`src/rtl/fwd_parity_err_cnt.sv`:
```
module fwd_parity_err_cnt #(
  parameter logic [15:0] THR_RESET = 16'h0100
) (
  input  logic       clk,
  input  logic       rst_n,
  input  logic       lock_i,
  input  logic       par_err_i,
  input  logic       selftest_i,
  input  logic       wr_en_i,
  input  logic       rd_en_i,
  input  logic [2:0] addr_i,
  input  logic [7:0] wdata_i,
  output logic [7:0] rdata_o,
  output logic       rvalid_o
);
  localparam logic [7:0] ST_MAX = 8'hFF;

  logic [15:0] thr_q, cnt_q;
  logic [7:0]  st_cnt_q, hi_cap_q;
  logic        en_q, clr_q, flag_q, st_q;

  wire hit      = par_err_i & lock_i & en_q;
  wire st_enter = selftest_i & ~st_q;

  always_ff @(posedge clk or negedge rst_n) begin
    if (!rst_n) begin
      thr_q <= THR_RESET;
      en_q  <= 1'b1;
      clr_q <= 1'b0;
    end else if (wr_en_i) begin
      case (addr_i)
        3'd0: thr_q[7:0]  <= wdata_i;
        3'd1: thr_q[15:8] <= wdata_i;
        3'd2: begin
          en_q  <= wdata_i[0];
          clr_q <= wdata_i[1];
        end
        default: ;
      endcase
    end
  end

  always_ff @(posedge clk or negedge rst_n) begin
    if (!rst_n) begin
      cnt_q  <= '0;
      flag_q <= 1'b0;
    end else if (clr_q) begin
      cnt_q  <= '0;
      flag_q <= 1'b0;
    end else if (hit && !selftest_i) begin
      flag_q <= 1'b1;
      if (cnt_q < thr_q) cnt_q <= cnt_q + 16'd1;
    end
  end

  always_ff @(posedge clk or negedge rst_n) begin
    if (!rst_n) begin
      st_q     <= 1'b0;
      st_cnt_q <= '0;
    end else begin
      st_q <= selftest_i;
      if (st_enter)                                 st_cnt_q <= '0;
      else if (hit && selftest_i && st_cnt_q != ST_MAX) st_cnt_q <= st_cnt_q + 8'd1;
    end
  end

  always_ff @(posedge clk or negedge rst_n) begin
    if (!rst_n) begin
      rdata_o  <= '0;
      rvalid_o <= 1'b0;
      hi_cap_q <= '0;
    end else begin
      rvalid_o <= rd_en_i;
      if (rd_en_i) begin
        case (addr_i)
          3'd0: rdata_o <= thr_q[7:0];
          3'd1: rdata_o <= thr_q[15:8];
          3'd2: rdata_o <= {6'd0, clr_q, en_q};
          3'd3: begin
            rdata_o  <= cnt_q[7:0];
            hi_cap_q <= cnt_q[15:8];
          end
          3'd4: rdata_o <= hi_cap_q;
          3'd5: rdata_o <= {7'd0, flag_q};
          3'd6: rdata_o <= st_cnt_q;
          default: rdata_o <= 8'h00;
        endcase
      end
    end
  end

  p_ceiling_r3: assert property (@(posedge clk) disable iff (!rst_n)
    (!clr_q && cnt_q >= thr_q) |=> cnt_q == $past(cnt_q));

  p_clear_r5: assert property (@(posedge clk) disable iff (!rst_n)
    clr_q |=> (cnt_q == 16'd0 && !flag_q));

  p_sticky_r4: assert property (@(posedge clk) disable iff (!rst_n)
    (flag_q && !clr_q) |=> flag_q);

  p_gate_en_r6: assert property (@(posedge clk) disable iff (!rst_n)
    (!en_q && !clr_q) |=> ($stable(cnt_q) && $stable(flag_q)));

  p_gate_lock_r7: assert property (@(posedge clk) disable iff (!rst_n)
    (!lock_i && !clr_q) |=> ($stable(cnt_q) && $stable(flag_q)));

  p_selftest_main_r8: assert property (@(posedge clk) disable iff (!rst_n)
    (selftest_i && !clr_q) |=> $stable(cnt_q));

  p_selftest_sat_r8: assert property (@(posedge clk) disable iff (!rst_n)
    (st_q && st_cnt_q == ST_MAX) |=> st_cnt_q == ST_MAX);

  p_rvalid_r11: assert property (@(posedge clk) disable iff (!rst_n)
    rd_en_i |=> rvalid_o);
endmodule

```
`config.mk`:
```
export PLATFORM = sky130hd
export DESIGN_NAME = fwd_parity_err_cnt
export DESIGN_NICKNAME = d
export VERILOG_FILES = /design/src/rtl/fwd_parity_err_cnt.sv
export SDC_FILE = /design/constraint.sdc
export NUM_CORES = 1
export LEC_CHECK = 0
export BUFFER_PORTS_ARGS = -buffer_cell sky130_fd_sc_hd__buf_2
export CELL_PAD_IN_SITES_DETAIL_PLACEMENT = 2
export CELL_PAD_IN_SITES_GLOBAL_PLACEMENT = 2
export CORE_MARGIN = 4
export CORE_UTILIZATION = 38
export CTS_CLUSTER_SIZE = 28
export DETAILED_ROUTE_END_ITERATION = 12
export HOLD_SLACK_MARGIN = 0.03
export PLACE_DENSITY_LB_ADDON = 0.12
export SYNTH_ARGS = -nofsm -noshare
export SYNTH_HDL_FRONTEND = slang
export SYNTH_SLANG_ARGS = --single-unit
```
`constraint.sdc`:
```
create_clock -name clk -period 2.8 [get_ports clk]
set_clock_uncertainty 0.2 [all_clocks]
set_input_delay 0.7 -clock clk [delete_from_list [all_inputs] [get_ports clk]]
set_output_delay 0.7 -clock clk [all_outputs]
set_load 0.005 [all_outputs]
```
==> results.json <==
{
  "timing.fmax_ghz": 0.373,
  "clockBufferDepth": 2,
  "dpl_worst_slack_ns": 0.0225,
  "slew_viol_final": 0,
  "crit_path_start_kind": "flop",
  "worstSkewPairLatency_ns": 0.34,
  "mostFrequentLayoutCells": "dfrtp_1 (59), nor2_1 (37), nand2_1 (30), buf_4 (28), buf_2 (26)",
  "cp.arrival_ns": 2.70,
  "pin_count": 27,
  "worstMarginPinSlew_ns": 0.576,
  "vias": 2933,
  "reg2reg_depth": 10,
  "area_growth_pct": 18.7,
  "gr-usage-all-layers": 0.236,
  "synth_edf_count": 0,
  "maxCapViolations": 0,
  "vias_per_cell": 5.83,
  "synth.ff_latch_count": 61,
  "cts_tree": "yes",
  "postSynthCellCount": 343,
  "power.leakage_nw": 1.83,
  "coreArea_sq_mm": 0.00834,
  "cts-root-buf": "clkbuf_8",
  "fin_area_sq_mm": 0.00394,
  "crit_type": "reg2reg",
  "final_cells": 503,
  "die_w_um": 101,
  "hold_viol": 0,
  "nNetsFinal": 428,
  "clk_pin_slew_ns": 0.08,
  "drtIter0Drc": 132,
  "dieArea_sq_mm": 0.0103,
  "r2r_setup_slack_ns": 0.12,
  "rr_endpoint": "cnt_q[4]",
  "n_antenna_cell": 0,
  "die_h_um": 101,
  "drt_first_pass_iters": 4,
  "min_period_ns": 2.68,
  "yosys_most_used_dff": "dfrtp_1",
  "postRouteWirelength_mm": 11.4,
  "hp-class": "in2async",
  "netlist_area_sq_mm": 0.00332,
  "drtAntennaViolNets": 0,
  "hpwlAfterDp_mm": 8.25,
  "cp.required_ns": 2.82,
  "worstPathMaxFanout": 3,
  "layout_commonest_cell": "dfrtp_1",
  "r2r_start": "thr_q[14]",
  "ys_seq_area_frac": 0.461,
  "grt_pass1_wl_mm": 18.1,
  "dp.cells": 487,
  "setup_ws_ns": 0.118,
  "numPortBuffers": 26,
  "post_cts_buffers": 0,
  "routedWlPerCell_um": 22.7,
  "powerDensity_mw_per_mm2": 559,
  "setup_viol": 0,
  "rows": 33,
  "placed_area_sq_mm": 0.00374,
  "synthArstFlopShare": 1.00,
  "max_slew_margin": 0.615,
  "endpoint_kind": "flop",
  "syn_nets": 378,
  "antenna_found_initial": 0,
  "ir_drop_uv": 388,
  "yosys_warnings": 0,
  "yosysUniqueCellTypes": 44,
  "clock_sinks": 61,
  "final_layout_size_suffix_gt1_frac": 0.234,
  "grt_pass1_vias": 3173,
  "cts_buffers": 9,
  "grt_max_degree": 62,
  "fin_total_pwr_mw": 2.20,
  "start_util": 0.398,
  "overflow": 0,
  "h-tree-depth": 3,
  "fin_util": 0.472,
  "synth.avg_cell_area_sq_um": 9.67,
  "drc": 0,
  "routabilityCongestion": 0.824,
  "outcome": "finished clean",
  "post-route-period-util": 0.958
}
[how the worst max path moves through the flow]
stage,startpoint,depth (start not counted),end
2_1_floorplan,cnt_q[5],8,cnt_q[10]
3_3_place_gp,par_err_i,9,cnt_q[4]
3_5_place_dp,par_err_i,7,cnt_q[10]
4_1_cts,thr_q[5],8,cnt_q[10]
5_1_grt,thr_q[14],10,cnt_q[4]
6_report,thr_q[14],10,cnt_q[4]
[synthesized netlist by cell type (7+ instances only)]
| cell type | instances | area (sq um) |
|---|---|---|
| o21ai_0 | 23 | 115 |
| nand2_1 | 30 | 113 |
| mux2_2 | 16 | 180 |
| inv_1 | 19 | 71.3 |
| ha_1 | 17 | 213 |
| nor2_1 | 37 | 139 |
| mux2i_1 | 7 | 70.1 |
| clkbuf_1 | 14 | 52.6 |
| a21oi_1 | 25 | 125 |
| nand4_1 | 8 | 50.1 |
| nand3_1 | 7 | 35.0 |
| dfrtp_1 | 59 | 1480 |
[registers in the layout, indices dropped and copies added, names as in the netlist]
register,cells
thr_q,16
en_q,1
rvalid_o,1
rdata_o,8
flag_q,1
st_cnt_q,8
cnt_q,16
st_q,1
hi_cap_q,8
clr_q,1
[cell type report]
cell class / count / area (sq um)
clock buffers: 12 / 145
fillers: 920 / 4410
repair buffers: 55 / 360
well taps: 105 / 131
inverters: 19 / 71.3
flip-flops and latches: 61 / 1530
clock inverters: 4 / 47.5
multi-input cells: 247 / 1650
[stage by stage]
step	setup TNS, ns	hold slack [ns]
finish	0	0.149
global route	-0.00200	0.178
CTS	0	0.181
detailed placement	0	0.278
global placement	0	0.271
floorplan	0	0.204
[metal layers]
metal | GRT usage | vias to the layer above | part of all wire
li1 | - | 1327 | -
met1 | 0.304 | 1524 | 0.43
met2 | 0.409 | 69 | 0.51
met3 | 0.0406 | 13 | 0.039
met4 | 0.0654 | 0 | 0.017
met5 | 0 | - | 0
[cells by family after synthesis]
logic type	share of synthesized area
AOI/OAI and AO/OA	0.174
xor gates and xnor gates	0.0211
adders and majority gates	0.0641
buffers and inverters	0.0419
DFF	0.461
muxes	0.0755
and+or+nand+nor	0.162
[critical path, stage by stage (launching register included)]
cell and delay (ns):
dfrtp_1 0.36, inv_1 0.09, ha_1 0.33, and3_1 0.18, o21ai_0 0.21, o211ai_1 0.16, buf_4 0.19, a2111oi_1 0.50
buf_4 0.20, xnor2_1 0.11, nor2_1 0.05
[timing repair]
item / 4_1_cts / 5_1_grt
gates resized for setup: 0 / 2
setup endpoints to repair: 0 / 8
hold buffers: 0 / 0
[power breakdown]
part / internal [mW] / leakage [nW] / total (mW) / switching (mW)
clock: 0.434 / 0.0964 / 0.804 / 0.371
sequential: 0.961 / 0.795 / 1.02 / 0.0546
combinational: 0.140 / 0.940 / 0.379 / 0.239
No activity file was read; power rests on OpenSTA's default activity.
